<file path="src/rtl/bus_router_pkg.sv">
package bus_router_pkg;
  localparam int NSLV = 4;

  typedef enum logic [1:0] {
    SZ_BYTE = 2'b00,
    SZ_HALF = 2'b01,
    SZ_WORD = 2'b10,
    SZ_RSVD = 2'b11
  } size_e;

  typedef enum logic [1:0] {
    PH_IDLE = 2'd0,
    PH_WAIT = 2'd1,
    PH_ERR  = 2'd2
  } phase_e;

  // Window base and log2 span per slave index: boot, mmio, instr RAM, data RAM
  localparam logic [31:0] WIN_BASE [NSLV] = '{32'h0000_0000, 32'h1000_0000,
                                              32'h2000_0000, 32'h8000_0000};
  localparam int WIN_LOG2 [NSLV] = '{24, 12, 16, 16};
endpackage

</file>
<file path="src/rtl/route_decode.sv">
module route_decode
  import bus_router_pkg::*;
#(
  parameter int ADDR_W = 32,
  parameter int SEL_W  = $clog2(NSLV)
) (
  input  logic [ADDR_W-1:0] addr,
  input  logic [1:0]        size,
  output logic [SEL_W-1:0]  sel,
  output logic              bad_align,
  output logic              dec_err
);
  logic [NSLV-1:0] hit;

  for (genvar g = 0; g < NSLV; g++) begin : g_win
    localparam logic [ADDR_W-1:0] MASK =
      ~((ADDR_W'(1) << WIN_LOG2[g]) - ADDR_W'(1));
    localparam logic [ADDR_W-1:0] BASE = ADDR_W'(WIN_BASE[g]);
    assign hit[g] = (addr & MASK) == BASE;
  end

  always_comb begin
    sel = '0;
    for (int i = NSLV - 1; i >= 0; i--) begin
      if (hit[i]) sel = SEL_W'(i);
    end
  end

  always_comb begin
    case (size_e'(size))
      SZ_BYTE: bad_align = 1'b0;
      SZ_HALF: bad_align = addr[0];
      SZ_WORD: bad_align = |addr[1:0];
      default: bad_align = 1'b1;
    endcase
  end

  assign dec_err = bad_align || (hit == '0);
endmodule

</file>
<file path="src/rtl/route_tracker.sv">
module route_tracker
  import bus_router_pkg::*;
#(
  parameter int SEL_W = $clog2(NSLV)
) (
  input  logic             clk,
  input  logic             rst,
  input  logic             m_req_valid,
  input  logic             dec_err,
  input  logic [SEL_W-1:0] sel,
  input  logic [NSLV-1:0]  s_req_ready,
  input  logic             rsp_fire,
  output logic             m_req_ready,
  output logic [NSLV-1:0]  s_req_valid,
  output phase_e           phase,
  output logic [SEL_W-1:0] sel_q
);
  phase_e ph_q;
  logic   accept;

  always_comb begin
    s_req_valid = '0;
    m_req_ready = 1'b0;
    if (ph_q == PH_IDLE) begin
      if (dec_err) begin
        m_req_ready = 1'b1;
      end else begin
        s_req_valid[sel] = m_req_valid;
        m_req_ready      = s_req_ready[sel];
      end
    end
  end

  assign accept = m_req_valid && m_req_ready;

  always_ff @(posedge clk) begin
    if (rst) begin
      ph_q  <= PH_IDLE;
      sel_q <= '0;
    end else begin
      case (ph_q)
        PH_IDLE: if (accept) begin
          ph_q  <= dec_err ? PH_ERR : PH_WAIT;
          sel_q <= sel;
        end
        PH_WAIT: if (rsp_fire) ph_q <= PH_IDLE;
        PH_ERR:  if (rsp_fire) ph_q <= PH_IDLE;
        default: ph_q <= PH_IDLE;
      endcase
    end
  end

  assign phase = ph_q;

  // no second request is taken right after one is accepted
  p_busy_after_accept_r8: assert property (@(posedge clk) disable iff (rst)
    accept |=> !m_req_ready);
endmodule

</file>
<file path="src/rtl/route_rsp_mux.sv">
module route_rsp_mux
  import bus_router_pkg::*;
#(
  parameter int DATA_W = 32,
  parameter int SEL_W  = $clog2(NSLV)
) (
  input  phase_e                 phase,
  input  logic [SEL_W-1:0]       sel_q,
  input  logic [NSLV-1:0]        s_rsp_valid,
  input  logic [NSLV*DATA_W-1:0] s_rsp_rdata,
  input  logic [NSLV-1:0]        s_rsp_err,
  input  logic                   m_rsp_ready,
  output logic                   m_rsp_valid,
  output logic [DATA_W-1:0]      m_rsp_rdata,
  output logic                   m_rsp_err,
  output logic [NSLV-1:0]        s_rsp_ready
);
  always_comb begin
    m_rsp_valid = 1'b0;
    m_rsp_rdata = '0;
    m_rsp_err   = 1'b0;
    s_rsp_ready = '0;
    case (phase)
      PH_WAIT: begin
        m_rsp_valid        = s_rsp_valid[sel_q];
        m_rsp_rdata        = s_rsp_rdata[sel_q*DATA_W +: DATA_W];
        m_rsp_err          = s_rsp_err[sel_q];
        s_rsp_ready[sel_q] = m_rsp_ready;
      end
      PH_ERR: begin
        m_rsp_valid = 1'b1;
        m_rsp_err   = 1'b1;
      end
      default: ;
    endcase
  end
endmodule

</file>
<file path="src/rtl/bus_addr_router.sv">
module bus_addr_router
  import bus_router_pkg::*;
#(
  parameter int ADDR_W = 32,
  parameter int DATA_W = 32
) (
  input  logic                   clk,
  input  logic                   rst,
  input  logic                   m_req_valid,
  output logic                   m_req_ready,
  input  logic [ADDR_W-1:0]      m_req_addr,
  input  logic                   m_req_we,
  input  logic [1:0]             m_req_size,
  input  logic [DATA_W-1:0]      m_req_wdata,
  input  logic [DATA_W/8-1:0]    m_req_wstrb,
  output logic                   m_rsp_valid,
  input  logic                   m_rsp_ready,
  output logic [DATA_W-1:0]      m_rsp_rdata,
  output logic                   m_rsp_err,
  output logic [NSLV-1:0]        s_req_valid,
  input  logic [NSLV-1:0]        s_req_ready,
  output logic [ADDR_W-1:0]      s_req_addr,
  output logic                   s_req_we,
  output logic [1:0]             s_req_size,
  output logic [DATA_W-1:0]      s_req_wdata,
  output logic [DATA_W/8-1:0]    s_req_wstrb,
  input  logic [NSLV-1:0]        s_rsp_valid,
  output logic [NSLV-1:0]        s_rsp_ready,
  input  logic [NSLV*DATA_W-1:0] s_rsp_rdata,
  input  logic [NSLV-1:0]        s_rsp_err
);
  localparam int SEL_W = $clog2(NSLV);

  logic [SEL_W-1:0] sel, sel_q;
  logic             bad_align, dec_err;
  phase_e           phase;

  assign s_req_addr  = m_req_addr;
  assign s_req_we    = m_req_we;
  assign s_req_size  = m_req_size;
  assign s_req_wdata = m_req_wdata;
  assign s_req_wstrb = m_req_wstrb;

  route_decode #(.ADDR_W(ADDR_W), .SEL_W(SEL_W)) dec_i (
    .addr(m_req_addr), .size(m_req_size), .sel(sel),
    .bad_align(bad_align), .dec_err(dec_err)
  );

  route_tracker #(.SEL_W(SEL_W)) trk_i (
    .clk(clk), .rst(rst), .m_req_valid(m_req_valid), .dec_err(dec_err),
    .sel(sel), .s_req_ready(s_req_ready),
    .rsp_fire(m_rsp_valid && m_rsp_ready),
    .m_req_ready(m_req_ready), .s_req_valid(s_req_valid),
    .phase(phase), .sel_q(sel_q)
  );

  route_rsp_mux #(.DATA_W(DATA_W), .SEL_W(SEL_W)) mux_i (
    .phase(phase), .sel_q(sel_q), .s_rsp_valid(s_rsp_valid),
    .s_rsp_rdata(s_rsp_rdata), .s_rsp_err(s_rsp_err),
    .m_rsp_ready(m_rsp_ready), .m_rsp_valid(m_rsp_valid),
    .m_rsp_rdata(m_rsp_rdata), .m_rsp_err(m_rsp_err),
    .s_rsp_ready(s_rsp_ready)
  );

  p_err_no_slave_r5: assert property (@(posedge clk) disable iff (rst)
    (m_req_valid && dec_err) |-> (s_req_valid == '0));

  p_misalign_no_slave_r6: assert property (@(posedge clk) disable iff (rst)
    (m_req_valid && bad_align) |-> (s_req_valid == '0));

  p_err_next_cycle_r7: assert property (@(posedge clk) disable iff (rst)
    (m_req_valid && m_req_ready && dec_err) |=>
      (m_rsp_valid && m_rsp_err && m_rsp_rdata == '0));

  p_err_hold_r7: assert property (@(posedge clk) disable iff (rst)
    (m_rsp_valid && m_rsp_err && s_rsp_valid == '0 && !m_rsp_ready) |=> m_rsp_valid);

  p_rsp_from_slave_r9: assert property (@(posedge clk) disable iff (rst)
    (m_rsp_valid && !m_rsp_err) |-> (s_rsp_valid != '0));

  p_single_target_r10: assert property (@(posedge clk) disable iff (rst)
    (m_req_valid && m_req_ready && !dec_err) |-> ($countones(s_req_valid) == 1));
endmodule

</file>
<file path="config.mk">
export PLATFORM = sky130hd
export DESIGN_NAME = bus_addr_router
export DESIGN_NICKNAME = d
export VERILOG_FILES = /design/src/rtl/bus_router_pkg.sv /design/src/rtl/route_decode.sv /design/src/rtl/route_tracker.sv /design/src/rtl/route_rsp_mux.sv /design/src/rtl/bus_addr_router.sv
export SDC_FILE = /design/constraint.sdc
export NUM_CORES = 1
export LEC_CHECK = 0
export ABC_AREA = 0
export CORE_AREA = 3 3 125 127
export CTS_BUF_LIST = sky130_fd_sc_hd__clkbuf_8
export DETAILED_ROUTE_END_ITERATION = 10
export DIE_AREA = 0 0 128 130
export MAX_ROUTING_LAYER = met4
export PLACE_DENSITY = 0.6
export SLEW_MARGIN = 0
export SYNTH_ARGS = -nofsm -noshare
export SYNTH_HDL_FRONTEND = slang
export SYNTH_HIERARCHICAL = 1
export SYNTH_SLANG_ARGS = --single-unit
</file>
<file path="constraint.sdc">
create_clock -name clk -period 3.2 [get_ports clk]
set_clock_uncertainty 0.15 [all_clocks]
set_input_delay 0.8 -clock clk [delete_from_list [all_inputs] [get_ports clk]]
set_output_delay 0.8 -clock clk [all_outputs]
set_load 0.02 [all_outputs]
</file>
# Word level (Yosys, flattened, before mapping)
# Cells that the tools add are included.
[op_classes]
mux = 27
bitwise_logic = 2
shift = 1
magnitude_cmp = 4
reduce_logical = 13
eq_ne = 9
[ops]
columns = ["cell", "n"]
rows = [
  ["$shiftx A128 B8 Y32", 1],
  ["$logic_not A32 Y1", 1],
  ["$mux W32", 1],
  ["$eq A20 B17 Y1 const B", 1],
  ["$eq A16 B14 Y1 const B", 1],
  ["$eq A16 B16 Y1 const B", 1],
  ["$mux W2", 7],
  ["$mux W4", 3],
  ["$and A4 B4 Y4", 2],
  ["$mux W1", 7],
  ["$bmux W1 S2", 3],
  ["$lt A2 B3 Y1 const B", 2],
  ["$demux W1 S2", 2],
  ["$eq A2 B1 Y1 const B", 2],
  ["$eq A2 B2 Y1 const B", 2],
  ["$ge A2 B1 Y1 const B", 2],
  ["$logic_and A1 B1 Y1", 4],
  ["$logic_not A2 Y1", 2],
  ["$logic_not A4 Y1", 1],
  ["$ne A2 B1 Y1 const B", 2],
  ["$pmux W1 S2", 2],
  ["$pmux W2 S2", 1],
  ["$reduce_and A2 Y1", 2],
  ["$reduce_or A2 Y1", 2],
  ["other kinds (2)", 2],
]
[totals]
input_bits = 215
out_inout_bits = 114
reg_bits = 4

# Depth between registers and ports, before layout
# Gate-level depths: netlist (run 1).
[logic_depth]
depth_word = 12
mapped_depth = 9

# Cells and area by module
# Netlist (run 1), hierarchy kept.
[modules_own_cells]
columns = ["mod", "cells_each", "area_each_um2", "seq_area_each_um2", "n_inst"]
rows = [
  ["route_rsp_mux", 98, 1153.6, 0.0, 1],
  ["bus_addr_router", 72, 539.3, 0.0, 1],
  ["route_tracker", 39, 330.3, 80.1, 1],
  ["route_decode", 19, 126.4, 0.0, 1],
]

# Worst setup path after synthesis (run 1)
# Ideal clock, no wire load.
[synth_timing]
path_kind = "input-to-output"
from = "input m_req_addr[12]"
to = "output s_req_valid[1]"
setup_slack_ps = -445
path_stages = 5
arrival_time_ps = 2695
path_cell_list = "nor4_1 > a221oi_1 > or4b_1 > clkbuf_2 > nor4b_1"
[synth_via]
word_cells_on_any_way = 13
classes_between = "order compare: 2; eq/ne: 1; mux: 6; bitwise: 1; reduce/logical: 3"
[synth_rtl]
columns = ["element", "line", "text"]
rows = [
  ["start: declaration", "bus_addr_router.sv:11", "input logic [ADDR_W-1:0] m_req_addr,"],
  ["$eq A20 B17 Y1", "route_decode.sv:19", "assign hit[g] = (addr & MASK) == BASE;"],
  ["$logic_not A4 Y1", "route_decode.sv:38", "assign dec_err = bad_align || (hit == '0);"],
  ["$logic_or A1 B1 Y1", "route_decode.sv:38", ""],
  ["named net dec_err", "bus_addr_router.sv:35", "logic bad_align, dec_err;"],
  ["$mux W4", "route_tracker.sv:25", "if (dec_err) begin"],
  ["$mux W4", "route_tracker.sv:24", "if (ph_q == PH_IDLE) begin"],
  ["end: declaration", "bus_addr_router.sv:20", "output logic [NSLV-1:0] s_req_valid,"],
]
# The timed path passes the listed nets, and every way through them passes these cells.

# Final worst setup path (run 1)
[layout_timing]
from = "input m_req_addr[31]"
to = "output s_req_valid[1]"
[layout_via]
word_cells_on_any_way = 18
classes_between = "order compare: 2; eq/ne: 3; mux: 8; bitwise: 1; reduce/logical: 4"
[layout_rtl]
columns = ["element", "line"]
rows = [
  ["$eq A20 B17 Y1, or another cell as far along", "route_decode.sv:19"],
  ["$logic_not A4 Y1 *", "route_decode.sv:38"],
  ["$logic_or A1 B1 Y1 *", "route_decode.sv:38"],
  ["named net dec_err", "bus_addr_router.sv:35"],
  ["$mux W4 *", "route_tracker.sv:25"],
  ["$mux W4 *", "route_tracker.sv:24"],
]
# The timed path passes the listed nets; every way through them passes the cells marked *.

==> qor.yml, run 1 <==
yosysSeqAreaShare_pct: 3.73
crit_path_end_kind: "primary output"
postLayoutCoreUtil_pct: 31.0
report.final.slew_viol_count: 0
synth_area_leaders: "mux4_2, buf_4, and2_1"
crit_type: "input pin to primary output"
dieHeight_microns: 130
synth-simple-area-share_pct: 21.7
hold_violations: 0
vias: 2481
drt_pass1_iterations: 4
maxSlewHeadroom_pct: 73.3
die_w_microns: 128
p_leak_nw: 1.78
path_clk_slew_ns: 0.03
postCtsHoldBufs: 0
worstPathArrival_ns: 2.63
path_max_fanout: 5
overflow: 0
yosys.area.top_type: "mux4_2"
cts_max_level: 1
synth_cell_types: 39
rsz0062_at_grt: "true"
numPortBuffers: 234
synth_fp_nets: 447
drtIter0Drc: 45
grt.busiest_layer: "met2"
fmaxAchievable_mhz: 279
tns_ns: -1.79
crit_buf_inv: 4
layout-drive-gt1-share_pct: 25.3
cts.sinks: 4
cts-root-buf: "clkbuf_8"
ys.warnings.count: 6
cap_violations: 0
totalWireLength_mm: 9.98
place_area_sq_mm: 0.00440
start_kind: "input pin"
path_common_cell: "buf_6"
start_util_pct: 14.8
ir_worst_vdd_mv: 0.0769
die-area_sq_mm: 0.0166
clockBufferDepth: 2
crit_family: "simple AND/OR/NAND/NOR gates"
dp.final_hpwl_mm: 8.51
core_area_sq_mm: 0.0145
ys_ff_latch: 4
outcome: "finished with violations"
slowest_delay_ns: 0.59
violations: "negative setup slack"
clk_latency_ns: 0.22
power_density_mw_per_mm2: 117
finalSetupViolCount: 5
grt_pass1_wl_mm: 14.4
met3_usage_pct: 2.74
cts_buffers: 3
diodes: 0
drc: 0
grtUsageTotal_pct: 11.3
synth.avg_cell_area_sq_um: 9.43
crit_chain: "buf_8 > buf_6 > nor4_4 > a221oi_2 > or4b_4 > buf_6 > nor4b_4 > buf_4"
nets: 632
finalWeightedCongestion: 0.761
crit_required_ns: 2.25
gr-usage-met1_pct: 12.9
synthAdderAreaFrac_pct: 2.33
avgViaCountPerCell: 4.17
final_common_cell: "clkdlybuf4s50_1"
synth_compound_area_share_pct: 5.47
synth-xor-area-share_pct: 0.407
syn-instance-count: 228
synth_top_area_share_pct: 33.5
tightest_slew_ns: 0.400
cts_tree: "done"
post-route-period-util_pct: 112
power.total_mw: 0.528
rows: 44
fin_area_sq_mm: 0.00450
synthMuxAreaShare_pct: 37.0
slowest_stage: "or4b_4"
ant_nets: 0
area_growth_pct: 109
wl_per_cell_microns: 16.8
grt_pass1_vias: 2653
syn_area_sq_mm: 0.00215
fin_crit_ns: 3.58
antenna_found_initial: 0
worst_slack_ns: -0.381
use_met2_pct: 20.4
ios: 329
final_cell_mix: "clkdlybuf4s50_1, dlygate4sd2_1, and2_1"
grt_max_degree: 40
synth_top_family_by_area: "multiplexers"
hold_class: "register to register"
flip-flops by register name, indices dropped and copies added (netlist names):
register / cells
trk_i/sel_q: 2
trk_i/phase: 2
cell type report:
type | instances | area (sq um)
flip-flops and latches | 4 | 82.6
multi-input cells | 134 | 1590
fillers | 1550 | 10000
well taps | 184 | 230
clock buffers | 3 | 41.3
repair buffers | 264 | 2530
inverters | 6 | 22.5
cells in the mapped netlist (all sizes together):
cell type	n
or4b	1
a2111o	1
nand2	3
nor3	4
o21ai	2
nor2	7
o221ai	2
nor4	7
nor4b	3
or3	1
and2	34
dfxtp	4
nor2b	2
ha	4
and4b	1
xor2	1
a221oi	2
nand3	2
or3b	2
inv	6
mux4	32
clkbuf	6
a21oi	5
mux2i	7
buf	78
a31oi	1
a22oi	2
and3b	1
nand2b	4
nand3b	2
a2111oi	1
metal layers:
| metal | up-vias | share of wire, % | wire, microns |
|---|---|---|---|
| li1 | 1147 | - | - |
| met1 | 1145 | 38 | 3800 |
| met2 | 173 | 51 | 5080 |
| met3 | 16 | 10 | 995 |
| met4 | 0 | 1.0 | 104 |
| met5 | - | 0 | 0 |
cells by family after synthesis:
logic type / after synthesis
adders and majority gates: 4
buffers and inverters: 90
and+or+nand+nor: 74
xor gates and xnor gates: 1
muxes: 39
DFF: 4
AOI/OAI and AO/OA: 16
worst paths after layout:
kind	endpoint	start	slack, ns	cells past startpoint
hold / removal	trk_i/sel_q[1]	trk_i/sel_q[1]	0.34	2
hold reg to reg	trk_i/sel_q[1]	trk_i/sel_q[1]	0.34	2
setup / recovery	s_req_valid[1]	m_req_addr[31]	-0.38	8
setup reg to reg	trk_i/phase[0]	trk_i/phase[0]	0.80	9
worst reg2reg max path, cell delays in order (launching register included):
cell and delay [ns]:
dfxtp_1 0.32, inv_1 0.05, ha_1 0.32, or3b_2 0.47, o221ai_1 0.22, and2_1 0.18
nand2b_1 0.19, nor2b_1 0.19, or3_1 0.12, a21oi_1 0.05
report_power, final:
group / internal, mW / leakage [nW] / switching (mW)
clock network: 0.0802 / 0.0216 / 0.0270
logic: 0.254 / 1.72 / 0.112
registers: 0.0520 / 0.0335 / 0.00197
per-stage QoR:
stage,hold WS (ns),setup WS [ns],cells
after global routing,0.388,-0.441,595
after floorplan,0.319,-0.0800,228
after global placement,0.331,-1.25,585
final,0.344,-0.381,595
after CTS,0.343,-0.384,594
after detailed placement,0.339,-1.27,585
what timing repair did:
item / CTS / global route
pin swaps: 14 / 7
resized for setup: 129 / 6
setup endpoints to repair: 39 / 7
gates cloned: 0 / 0
hold endpoints to repair: 0 / 0
setup buffers: 6 / 1
No activity file was read; power rests on OpenSTA's default activity.
==> inputs of run 2 (changes only) <==
Settings changed: CTS_BUF_LIST sky130_fd_sc_hd__clkbuf_8 to sky130_fd_sc_hd__clkbuf_16.
==> run 2 against run 1 <==
Net effect:
- the flow still finishes with violations (negative setup slack)
- via count about the same
- core utilization up 0.23 points
- fmax unchanged
==> qor.yml, run 2 (synthesis results as in run 1) <==
crit_buf_inv: 4  # unchanged
switching_power_mw: 0.149  # +5.8%
totalWireLength_mm: 9.99  # about the same
avgViaCountPerCell: 4.17  # about the same
finalSetupViolCount: 5  # unchanged
slowest_stage: "or4b_4"
pre_cts_slack_ns: -1.27  # unchanged
numPortBuffers: 234  # unchanged
power_density_mw_per_mm2: 136  # +16%
grtUsageTotal_pct: 11.3  # about the same
area_growth_pct: 111
path_clk_slew_ns: 0.03  # about the same
place_area_sq_mm: 0.00440  # unchanged
met3_usage_pct: 2.87  # +0.12 points
dieHeight_microns: 130  # unchanged
fin_crit_ns: 3.58  # +0.00000100 ns
post-route-period-util_pct: 112  # about the same
worstPathArrival_ns: 2.63  # about the same
internal_power_mw: 0.466  # +21%
crit_type: "input pin to primary output"
cts_buffers: 3  # unchanged
final_common_cell: "clkdlybuf4s50_1"
maxSlewHeadroom_pct: 73.3  # unchanged
drc: 0  # unchanged
place_inst: 585  # unchanged
wl_per_cell_microns: 16.8  # about the same
ir_worst_vdd_mv: 0.100  # +30%
report.final.slew_viol_count: 0  # unchanged
crit_chain: "buf_8 > buf_6 > nor4_4 > a221oi_2 > or4b_4 > buf_6 > nor4b_4 > buf_4"
overflow: 0  # unchanged
slowest_delay_ns: 0.59  # about the same
ant_nets: 0  # unchanged
postLayoutCoreUtil_pct: 31.2  # +0.23 points
path_common_cell: "buf_6"
sw_frac_of_total_pct: 24.3  # -2.5 points
worst_slack_ns: -0.381  # -0.00000100 ns
start_util_pct: 14.8  # unchanged
diodes: 0  # unchanged
start_kind: "input pin"
grt_pass1_wl_mm: 14.4  # about the same
postCtsHoldBufs: 0  # unchanged
clk_latency_ns: 0.23  # about the same
crit_required_ns: 2.25  # about the same
cap_violations: 0  # unchanged
cts-root-buf: "clkbuf_16"
grt_pass1_vias: 2659  # +0.23%
outcome: "finished with violations"
cts_tree: "done"
clockPowerShare_pct: 31.6  # +11 points
crit_family: "simple AND/OR/NAND/NOR gates"
seqPwrFrac_pct: 8.8  # -1.4 points
hold_violations: 0  # unchanged
p_leak_nw: 1.79  # +0.87%
dp.final_hpwl_mm: 8.51  # unchanged
layout-drive-gt1-share_pct: 25.3  # unchanged
regArea_sq_um: 82.6  # unchanged
drtIter0Drc: 45  # unchanged
grt_max_degree: 40  # unchanged
vias: 2483  # +0.081%
core_area_sq_mm: 0.0145  # unchanged
fin_cells: 595  # unchanged
rows: 44  # unchanged
use_met2_pct: 20.4  # +0.031 points
finalWeightedCongestion: 0.761  # unchanged
ios: 329  # unchanged
nets: 632  # unchanged
multiInputGateArea_sq_mm: 0.00159  # unchanged
rsz0062_at_grt: "true"
violations: "negative setup slack"
cts_max_level: 1  # unchanged
crit_path_end_kind: "primary output"
die-area_sq_mm: 0.0166  # unchanged
final_cell_mix: "clkdlybuf4s50_1, dlygate4sd2_1, and2_1"
antenna_found_initial: 0  # unchanged
pwr-share-comb_pct: 59.6  # -9.8 points
die_w_microns: 128  # unchanged
hold_class: "register to register"
drt_pass1_iterations: 4  # unchanged
fin_area_sq_mm: 0.00453  # +0.75%
grt.busiest_layer: "met2"
clockBufferDepth: 2  # unchanged
path_max_fanout: 5  # unchanged
tightest_slew_ns: 0.400  # unchanged
fill_cells: 1547  # -0.19%
fmaxAchievable_mhz: 279  # unchanged
cts.sinks: 4  # unchanged
gr-usage-met1_pct: 12.9  # about the same
[run 2: changes by cell type in the layout (fill, tap and decap cells not counted)]
| cell | change |
|---|---|
| clkbuf_16 | +3 |
| clkbuf_8 | -3 |
[run 2: stage by stage]
step	power, mW	hold slack [ns]	TNS [ns]
2_1_floorplan	0.253	0.319	-0.230
3_3_place_gp	0.415	0.331	-10.13
3_5_place_dp	0.421	0.339	-10.68
4_1_cts	0.619	0.358	-1.74
5_1_grt	0.646	0.405	-2.10
6_report	0.615	0.355	-1.79
[run 2: final cells by class]
| type | instances | share of cell area, % |
|---|---|---|
| well taps | 184 | 5.08 |
| inverters | 6 | 0.497 |
| multi-input cells | 134 | 35.0 |
| flip-flops and latches | 4 | 1.82 |
| clock buffers | 3 | 1.66 |
| repair buffers | 264 | 55.9 |
[run 2: final timing paths]
check                       from        endpoint  slack (ns)  depth (start not counted)
setup / recovery  m_req_addr[31]  s_req_valid[1]       -0.38                          8
hold / removal    trk_i/sel_q[1]  trk_i/sel_q[1]        0.35                          2
setup reg to reg  trk_i/phase[0]  trk_i/phase[0]        0.80                          9
hold reg to reg   trk_i/sel_q[1]  trk_i/sel_q[1]        0.35                          2
[run 2: repair_timing]
item                       4_1_cts  5_1_grt
pin swaps                       14        7
gates resized for setup        129        6
setup buffers                    6        1
setup endpoints to repair       39        7
gates cloned                     0        0
[run 2: power by group through the flow]
stage	registers [mW]	clock network, mW	logic (mW)
2_1_floorplan	0.0540	0	0.199
3_3_place_gp	0.0547	0	0.360
3_5_place_dp	0.0547	0	0.367
4_1_cts	0.0541	0.197	0.368
5_1_grt	0.0542	0.203	0.390
6_report	0.0540	0.195	0.367
[run 2: worst reg2reg max path: stages (launching register included)]
cell      delay [ns]
dfxtp_1         0.32
inv_1           0.05
ha_1            0.32
or3b_2          0.47
o221ai_1        0.22
and2_1          0.18
nand2b_1        0.19
nor2b_1         0.19
or3_1           0.12
a21oi_1         0.05
[run 2: metal layers]
layer,share of wire (%),up-vias
met5,0,-
met4,1.1,0
met3,10,17
met2,51,174
met1,38,1145
li1,-,1147
